$ cat config.mk
export PLATFORM = sky130hd
export DESIGN_NAME = ptp_hdr_locator
export DESIGN_NICKNAME = d
export VERILOG_FILES = /design/src/rtl/ptp_hdr_locator.sv
export SDC_FILE = /design/constraint.sdc
export NUM_CORES = 1
export LEC_CHECK = 0
export BUFFER_PORTS_ARGS = -buffer_cell sky130_fd_sc_hd__buf_2
export CORE_MARGIN = 3
export CORE_UTILIZATION = 40
export DETAILED_ROUTE_END_ITERATION = 10
export MAX_ROUTING_LAYER = met4
export PLACE_DENSITY = 0.65
export SYNTH_ARGS = -nofsm -noshare
export SYNTH_HDL_FRONTEND = slang
export SYNTH_SLANG_ARGS = --single-unit
$ cat constraint.sdc
create_clock -name clk -period 4.75 [get_ports clk]
set_input_delay 0.95 -clock clk [delete_from_list [all_inputs] [get_ports clk]]
set_output_delay 0.95 -clock clk [all_outputs]
set_load 0.01 [all_outputs]
$ cat src/rtl/ptp_hdr_locator.sv
module ptp_hdr_locator #(
  parameter int          CNT_W    = 11,
  parameter int          HDR_LEN  = 34,
  parameter int          SEQ_POS  = 30,
  parameter logic [15:0] PORT_EV  = 16'd319,
  parameter logic [15:0] PORT_GEN = 16'd320
) (
  input  logic        clk,
  input  logic        rst_n,
  input  logic        sof,
  input  logic        in_valid,
  input  logic [7:0]  in_data,
  input  logic        in_last,
  input  logic        in_abort,
  input  logic [15:0] cfg_l2_etype,
  input  logic [15:0] cfg_event_mask,
  output logic        res_valid,
  output logic        hdr_found,
  output logic [3:0]  msg_type,
  output logic [15:0] seq_id,
  output logic        pdelay_resp,
  output logic        is_event
);

  typedef enum logic [1:0] {C_NONE, C_L2, C_V4, C_V6} cls_t;

  logic [CNT_W-1:0] cnt, off;
  logic             active, vlan, off_ok, port_ok;
  logic [7:0]       prev;
  logic [3:0]       mt_r;
  logic [15:0]      seq_r;
  cls_t             cls;

  wire [CNT_W-1:0] idx   = sof ? '0 : cnt;
  wire             take  = in_valid && (active || sof);
  wire [CNT_W-1:0] b     = vlan ? CNT_W'(4) : '0;
  wire [15:0]      pair  = {prev, in_data};
  wire [CNT_W:0]   need  = {1'b0, off} + (CNT_W+1)'(HDR_LEN);
  wire [CNT_W:0]   nbyte = {1'b0, idx} + 1'b1;
  wire             fnd   = !sof && (cls != C_NONE) && off_ok &&
                           (cls == C_L2 || port_ok) && (nbyte >= need);

  always_ff @(posedge clk) begin
    if (!rst_n) begin
      cnt <= '0; off <= '1; active <= 1'b0; vlan <= 1'b0; off_ok <= 1'b0;
      port_ok <= 1'b0; prev <= '0; mt_r <= '0; seq_r <= '0; cls <= C_NONE;
      res_valid <= 1'b0; hdr_found <= 1'b0; msg_type <= '0; seq_id <= '0;
      pdelay_resp <= 1'b0; is_event <= 1'b0;
    end else begin
      res_valid <= 1'b0;
      if (sof) begin
        active <= 1'b1; cnt <= '0; vlan <= 1'b0; cls <= C_NONE; off <= '1;
        off_ok <= 1'b0; port_ok <= 1'b0; mt_r <= '0; seq_r <= '0;
        hdr_found <= 1'b0; msg_type <= '0; seq_id <= '0;
        pdelay_resp <= 1'b0; is_event <= 1'b0;
      end
      if (take) begin
        prev <= in_data;
        cnt  <= (&idx) ? idx : idx + 1'b1;
        if (idx == CNT_W'(13) + b) begin
          if (!vlan && pair == 16'h8100) vlan <= 1'b1;
          else if (pair == cfg_l2_etype) begin
            cls <= C_L2; off <= CNT_W'(14) + b; off_ok <= 1'b1;
          end else if (pair == 16'h0800) cls <= C_V4;
          else if (pair == 16'h86DD) begin
            cls <= C_V6; off <= CNT_W'(62) + b; off_ok <= 1'b1;
          end
        end
        if (cls == C_V4 && idx == CNT_W'(14) + b) begin
          if (in_data[3:0] < 4'd5) cls <= C_NONE;
          else begin
            off    <= CNT_W'(22) + b + CNT_W'({in_data[3:0], 2'b00});
            off_ok <= 1'b1;
          end
        end
        if (cls == C_V4 && idx == CNT_W'(23) + b && in_data != 8'd17) cls <= C_NONE;
        if (cls == C_V6 && idx == CNT_W'(20) + b && in_data != 8'd17) cls <= C_NONE;
        if (off_ok && idx == off - CNT_W'(5))
          port_ok <= (pair == PORT_EV) || (pair == PORT_GEN);
        if (off_ok && idx == off) mt_r <= in_data[3:0];
        if (off_ok && idx == off + CNT_W'(SEQ_POS + 1)) seq_r <= pair;
        if (in_last && !in_abort) begin
          active      <= 1'b0;
          res_valid   <= 1'b1;
          hdr_found   <= fnd;
          msg_type    <= fnd ? mt_r : 4'd0;
          seq_id      <= fnd ? seq_r : 16'd0;
          pdelay_resp <= fnd && (mt_r == 4'd3);
          is_event    <= fnd && cfg_event_mask[mt_r];
        end
      end
      if (in_abort) active <= 1'b0;
    end
  end

  p_strobe_cause_r1: assert property (@(posedge clk) disable iff (!rst_n)
    res_valid |-> $past(in_valid && in_last && !in_abort));
  p_sof_clear_r1: assert property (@(posedge clk) disable iff (!rst_n)
    (sof && !(in_valid && in_last)) |=> (!res_valid && !hdr_found));
  p_zero_fields_r7: assert property (@(posedge clk) disable iff (!rst_n)
    !hdr_found |-> (msg_type == 4'd0 && seq_id == 16'd0 && !pdelay_resp));
  p_pdelay_type_r9: assert property (@(posedge clk) disable iff (!rst_n)
    pdelay_resp |-> (hdr_found && msg_type == 4'd3));
  p_event_found_r9: assert property (@(posedge clk) disable iff (!rst_n)
    is_event |-> hdr_found);
  p_abort_quiet_r10: assert property (@(posedge clk) disable iff (!rst_n)
    in_abort |=> !res_valid);

endmodule

==> results of run 1 <==
## per-stage QoR
| step | hold WS [ns] | setup WS (ns) | instance area, um^2 | cells | util, % |
|---|---|---|---|---|---|
| after floorplan | 0.4313 | 0.7375 | 5299 | 638 | - |
| after global placement | 0.4421 | 0.8058 | 5709 | 840 | 44.70 |
| after detailed placement | 0.4513 | 0.6564 | 5709 | 840 | 44.70 |
| after CTS | 0.4607 | 1.027 | 6067 | 855 | 47.50 |
| after global routing | 0.4691 | 0.7658 | 6067 | 855 | 47.50 |
| final | 0.4610 | 0.9949 | 6067 | 855 | 47.50 |
## tightest hold or removal path, stage by stage (launching register included)
cell and delay, ns:
dfxtp_1 0.31, nand2_1 0.05, mux2i_1 0.05
## cell usage in the layout (no fill, tap or decap), types with 3 or more instances in the layout
cell type / count
xor2_1: 32
dfxtp_1: 80
bufinv_16: 4
o21ai_0: 15
or3b_2: 4
xnor2_1: 33
a31oi_1: 3
nand2b_1: 8
nand4_1: 10
nor4_1: 8
nand2_1: 86
mux2i_1: 17
nor4_2: 3
nor3b_1: 5
a22o_1: 22
buf_4: 9
and2_1: 5
o31ai_1: 3
ha_1: 27
a211o_1: 3
nor2b_4: 3
o22ai_1: 4
o2111ai_1: 3
nor3_1: 11
o21a_1: 4
nor2b_1: 14
nand3_1: 19
buf_2: 69
and3_1: 9
clkbuf_16: 9
nor2_1: 47
or2_2: 3
nor4bb_1: 4
a21oi_1: 37
or3_1: 3
inv_1: 15
mux4_2: 5
## registers in the layout, summed over array words and instances (netlist names), 2 cells and up
name and count:
prev 8, cnt 11, cls 2, msg_type 4
seq_id 16, off 11, seq_r 16, mt_r 4
## final cells by class
type	count	area share, %
clock buffer	10	3.774
clock inverter	5	2.124
inverter	15	0.9280
multi-input combinational	495	56.42
sequential	80	26.40
tap	172	3.547
timing repair buffer	78	6.806
## cell usage after synthesis, types with 4 or more instances
master,instances,area (um^2)
nand2_1,86,322.8
dfxtp_1,80,1602
nor2_1,47,176.4
a21oi_1,37,185.2
xnor2_1,33,289.0
xor2_1,32,280.3
clkbuf_1,29,108.9
ha_1,27,337.8
a22o_1,22,192.7
nand3_1,19,95.09
mux2i_1,17,170.2
inv_1,15,56.30
o21ai_0,15,75.07
buf_2,14,70.07
nor2b_1,14,87.58
nor3_1,11,55.05
nand4_1,10,62.56
and3_1,9,56.30
nor4_1,9,56.30
nand2b_1,8,50.05
and2_1,5,31.28
mux4_2,5,112.6
nor3b_1,5,37.54
nor4bb_1,4,40.04
o21a_1,4,30.03
o22ai_1,4,25.02
or3b_2,4,35.03
## power breakdown
group          internal (W)  switching [W]
clock              0.000566       0.000287
sequential         0.000677      0.0000124
combinational     0.0000590      0.0000928
## worst paths after layout
kind | from | end | slack [ns] | depth (start not counted)
worst max-delay path | sof | pdelay_resp$_SDFF_PN0_ | 0.99 | 15
worst min-delay path | seq_r[15]$_SDFF_PN0_ | seq_r[15]$_SDFF_PN0_ | 0.46 | 2
worst max register to register | cnt[4]$_SDFF_PN0_ | pdelay_resp$_SDFF_PN0_ | 1.47 | 13
worst min register to register | seq_r[15]$_SDFF_PN0_ | seq_r[15]$_SDFF_PN0_ | 0.46 | 2
## cells by family after synthesis
logic type,count (synthesis),share of synthesized area [%]
xor+xnor,66,11.05
buf+inv,63,5.289
flops,80,30.22
mux,24,5.761
simple gates,260,25.90
compound gates,118,15.40
fa+ha+maj,27,6.375
## per-layer routing
layer,wire length [um],vias to the layer above,part of all wire (%)
li1,-,2322,-
met2,6348,168,44
met5,0,-,0
met1,6609,2205,46
met3,1009,26,7.0
met4,346,0,2.4
==> reports/metrics.yaml, run 1 <==
track_usage_pct: 20.45
yosysUniqueCellTypes: 72
cts_tree: "yes"
area_growth_pct: 14.50
gp_congestion: 0.9202
grtUsageMet3_pct: 4.009
status: "complete, no violations"
synth_area_per_cell_um2: 8.305
drc: 0
final-setup-viol-count: 0
slowest_delay_ns: 0.35
antenna_left: 0
dr_total_vias: 4721
cpMostUsedCell: "ha_1"
slowest_stage: "and4_1"
dp.final_hpwl_mm: 10.64
multiInputGateArea_mm2: 0.003423
worstSetupEndpointType: "flop"
path_buf_inv: 3
root_buffer: "clkbuf_16"
tightest_slew_ns: 0.7383
gr-usage-met1_pct: 25.73
grt_overflow: 0
grt_pass1_wl_mm: 23.27
critPathKind: "in -> reg"
finalClockSkew_ns: 0.007166
power.total_w: 0.001695
coreArea_mm2: 0.01277
required_ns: 4.99
clk_pin_slew_ns: 0.06
grt-busiest-layer: "met2"
fin_crit_sh_pct: 79.05
drt_iter0_drc: 430
firstDrtPassIters: 5
ctsResizeCount: 0
h-tree-depth: 3
path_max_fanout: 22
drt_wl_total_mm: 14.31
grt_max_degree: 39
crit_arrival_ns: 3.99
regArea_mm2: 0.001602
ys_ff_latch: 80
post_cts_buffers: 0
cts-hold-fix-buffers: 0
power_leakage_nw: 2.522
cpLargestDelayFamily: "simple AND/OR/NAND/NOR gates"
slew_viol_final: 0
synth_area_mm2: 0.005299
fmax_mhz: 266.3
die-area_mm2: 0.01466
synth_flop_cell: "dfxtp_1"
wire_per_inst_um: 16.74
die_h_um: 121.1
drive_gt1_share_pct: 17.42
vdd_drop_max_uv: 139.7
io_pins: 70
synth_warnings: 0
cts.path.max_buffers: 2
p_per_area_mw_per_mm2: 279.3
rows: 41
async_flop_share_pct: 0
n_fill_cell: 1208
maxCapViolCount: 0
cts_buffers: 9
synth.net_count: 711
antenna_found_initial: 0
portBuffers: 69
vias_per_cell: 5.522
clkSinkCount: 80
final_nets: 752
synth_edf_count: 0
start_util_pct: 41.48
final.setup.tns_ns: 0
max_slew_margin_pct: 50.65
hold_path.class: "reg -> reg"
hold_viol_final: 0
insertion_delay_ns: 0.35
final.min_clock_period_ns: 3.755
rsz0062_at_grt: "no"
die-width_um: 121.1
grt_pass1_vias: 4564
grt.met2_usage_pct: 32.51
cp-start-kind: "input pin"
diodes: 0
ys_seq_area_share_pct: 30.22
cp_cell_sequence: "buf_2 -> nand2b_1 -> inv_1 -> ha_1 -> and3_1 -> and4_1 -> nand3_1 -> xnor2_1 -> ha_1 -> nand4_1 -> a21oi_1 -> a211oi_1 -> nor4_2 -> buf_4 -> a31o_2"
syn_inst: 638
(Power assumes the default switching activity.)
==> inputs of run 2 (changes only) <==
ABC_AREA = 1   (was not set)
PLACE_DENSITY = 0.67   (was 0.65)
clock period = 3.3 ns   (was 4.75 ns; I/O delays follow)
==> run 2 against run 1 <==
Effect of this change: combinational power up 120%; clock-buffer cell count down 1; critical endpoint is now seq_id[10]$_SDFF_PN0_; cell area up 14%; sequential share of layout area down 3.3 points; critical path type unchanged; die area up 11%; setup slack worse by 0.69 ns; synthesized area up 12%.
==> reports/metrics.yaml, run 2 <==
crit_arrival_ns: 3.22  # -0.77 ns
clk_pin_slew_ns: 0.07  # about the same
synth.net_count: 1060  # +49%
ys_seq_area_share_pct: 27.04  # -3.2 points
drt_iter0_drc: 509  # +18%
vdd_drop_max_uv: 244.6  # +75%
fin_cells: 1251  # +46%
hold_start: "seq_id[7]$_SDFF_PN0_"
hold_depth: 2  # unchanged
portBuffers: 69  # unchanged
dp.final_hpwl_mm: 13.43  # +26%
synth_warnings: 0  # unchanged
rows: 43  # +4.9%
cts_buffers: 9  # unchanged
ff2ff_setup_slack_ns: 0.45  # -1.02 ns
track_usage_pct: 22.52  # +2.1 points
grt_max_degree: 38  # -2.6%
rr_worst_depth: 21  # +8
path_max_fanout: 21  # -4.5%
slew_viol_final: 0  # unchanged
ys_ff_latch: 80  # unchanged
antenna_left: 0  # unchanged
grt_overflow: 0  # unchanged
coreArea_mm2: 0.01420  # +11%
async_flop_share_pct: 0  # unchanged
synth_area_per_cell_um2: 6.001  # -28%
area_growth_pct: 17.22
hold_viol_final: 0  # unchanged
die_h_um: 127.7  # +5.4%
dp_cells: 1235  # +47%
syn_inst: 987  # +55%
synth_area_mm2: 0.005923  # +12%
grt_pass1_vias: 5694  # +25%
power_leakage_nw: 3.513  # +39%
rsz0062_at_grt: "no"
start_util_pct: 41.70  # +0.22 points
synth.top_cell.area_share_pct: 27.04  # -3.2 points
layout_common_cells: "nand2_1, inv_1, nor2_1"
whs_endpoint: "seq_id[7]$_SDFF_PN0_"
io_pins: 70  # unchanged
fin_crit_sh_pct: 90.71
met1_length_mm: 8.334  # +26%
cts_tree: "yes"
final-setup-viol-count: 0  # unchanged
antenna_found_initial: 0  # unchanged
maxCapViolCount: 0  # unchanged
synth_top_cells_by_count: "nand2_1, inv_1, nor2_1"
top_layer: "met4"
gp_congestion: 0.9642  # +4.8%
synth_edf_count: 0  # unchanged
drive_gt1_share_pct: 14.19  # -3.2 points
finalClockSkew_ns: 0.009400  # +0.002234 ns
worstSetupEndpointType: "flop"
r2r_end: "seq_id[10]$_SDFF_PN0_"
max_slew_margin_pct: 64.77  # +14 points
synth_top_area_cell: "dfxtp_1"
dr_total_vias: 6308  # +34%
vias_per_cell: 5.042  # -8.7%
cts.path.max_buffers: 2  # unchanged
fmax_mhz: 334.1
grt_pass1_wl_mm: 28.85  # +24%
layout_commonest_cell: "nand2_1"
die-area_mm2: 0.01630  # +11%
hold_path.class: "reg -> reg"
critPathKind: "in -> reg"
biggestRegsByFlops: "seq_id: 16 flops, seq_r: 16 flops"
diodes: 0  # unchanged
p_per_area_mw_per_mm2: 355.7  # +27%
final_nets: 1139  # +51%
synth_flop_cell: "dfxtp_1"
wl_met3_mm: 1.233  # +22%
drc: 0  # unchanged
power.total_w: 0.002470  # +46%
cts-hold-fix-buffers: 0  # unchanged
final.min_clock_period_ns: 2.993
tightest_slew_ns: 0.5229  # -0.2154 ns
post_cts_buffers: 0  # unchanged
met2_length_mm: 7.726  # +22%
insertion_delay_ns: 0.35  # about the same
h-tree-depth: 3  # unchanged
synth_area_leaders: "dfxtp_1, nand2_1, inv_1"
clkSinkCount: 80  # unchanged
wire_per_inst_um: 14.12  # -16%
drt_wl_total_mm: 17.66  # +23%
root_buffer: "clkbuf_16"
r2r-start: "cnt[1]$_SDFF_PN0_"
die-width_um: 127.7  # +5.4%
firstDrtPassIters: 7  # +2
yosysUniqueCellTypes: 45  # -38%
status: "complete, no violations"
cp-start-kind: "input pin"
required_ns: 3.53  # -1.46 ns
synth_most_common_cell: "nand2_1"
## run 2: through the flow
stage / util (%) / cell area, um^2 / TNS [ns] / hold WS (ns) / setup slack, ns
after global routing: 48.88 / 6943 / 0 / 0.4843 / 0.001755
after detailed placement: 46.43 / 6595 / -1.118 / 0.4541 / -0.06285
final: 48.88 / 6943 / 0 / 0.4686 / 0.3065
after global placement: 46.43 / 6595 / 0 / 0.4534 / 0.01308
after CTS: 48.77 / 6927 / 0 / 0.4646 / 0.2899
after floorplan: - / 5939 / -0.09220 / 0.4530 / -0.007167
## run 2: worst max-delay path: stages
cell and delay, ns:
buf_2 0.13, buf_4 0.15, inv_6 0.06, nand2_4 0.04, nor3_1 0.22, nand3_1 0.19
nor2_2 0.16, nand3_1 0.12, xor2_1 0.19, inv_1 0.06, ha_1 0.31, a21oi_1 0.15
nor2_1 0.05, nor3_1 0.14, nand4_1 0.21, buf_12 0.22, nand4_1 0.08, a21oi_1 0.07
## run 2: cells by family (layout without fill, tap and decap cells)
kind of cell,after synthesis,count (layout),share of synthesized area (%)
AOI/OAI and AO/OA,116,116,10.54
buffers and inverters,174,258,11.91
adders and majority gates,27,27,5.703
DFF,80,80,27.04
xor gates and xnor gates,22,22,3.507
and+or+nand+nor,568,568,41.30
## run 2: how the worst max path moves through the flow
stage	start	to	slack, ns	cells after the start
2_1_floorplan	sof	pdelay_resp$_SDFF_PN0_	-0.007	22
3_3_place_gp	sof	seq_id[15]$_SDFF_PN0_	0.01	18
3_5_place_dp	sof	seq_id[14]$_SDFF_PN0_	-0.06	18
4_1_cts	sof	seq_id[10]$_SDFF_PN0_	0.29	18
5_1_grt	sof	seq_id[9]$_SDFF_PN0_	0.002	21
6_report	sof	seq_id[10]$_SDFF_PN0_	0.31	18
## run 2: what timing repair did
action,in CTS,in global routing
resized for setup,0,4
setup endpoints to repair,0,22
hold endpoints to repair,0,0
## run 2: power by group
part / total [W] / internal, W / switching [W]
combinational: 0.000338 / 0.000114 / 0.000224
clock: 0.00114 / 0.000678 / 0.000459
sequential: 0.000995 / 0.000979 / 0.0000161
total: 0.00247 / 0.00177 / 0.000699
## run 2: cell type report
cell class                 instances  area [um^2]
clock buffer                       9        225.2
clock inverter                     7        106.4
fill                            1514         7261
inverter                         142        538.0
multi-input combinational        733         3656
sequential                        80         1602
tap                              180        225.2
timing repair buffer             100        590.6
## run 2: metal layers
metal	GRT usage [%]	vias to the layer above
met3	2.708	29
met4	7.366	0
met1	31.41	2789
met5	-	-
met2	34.07	201
li1	-	3289
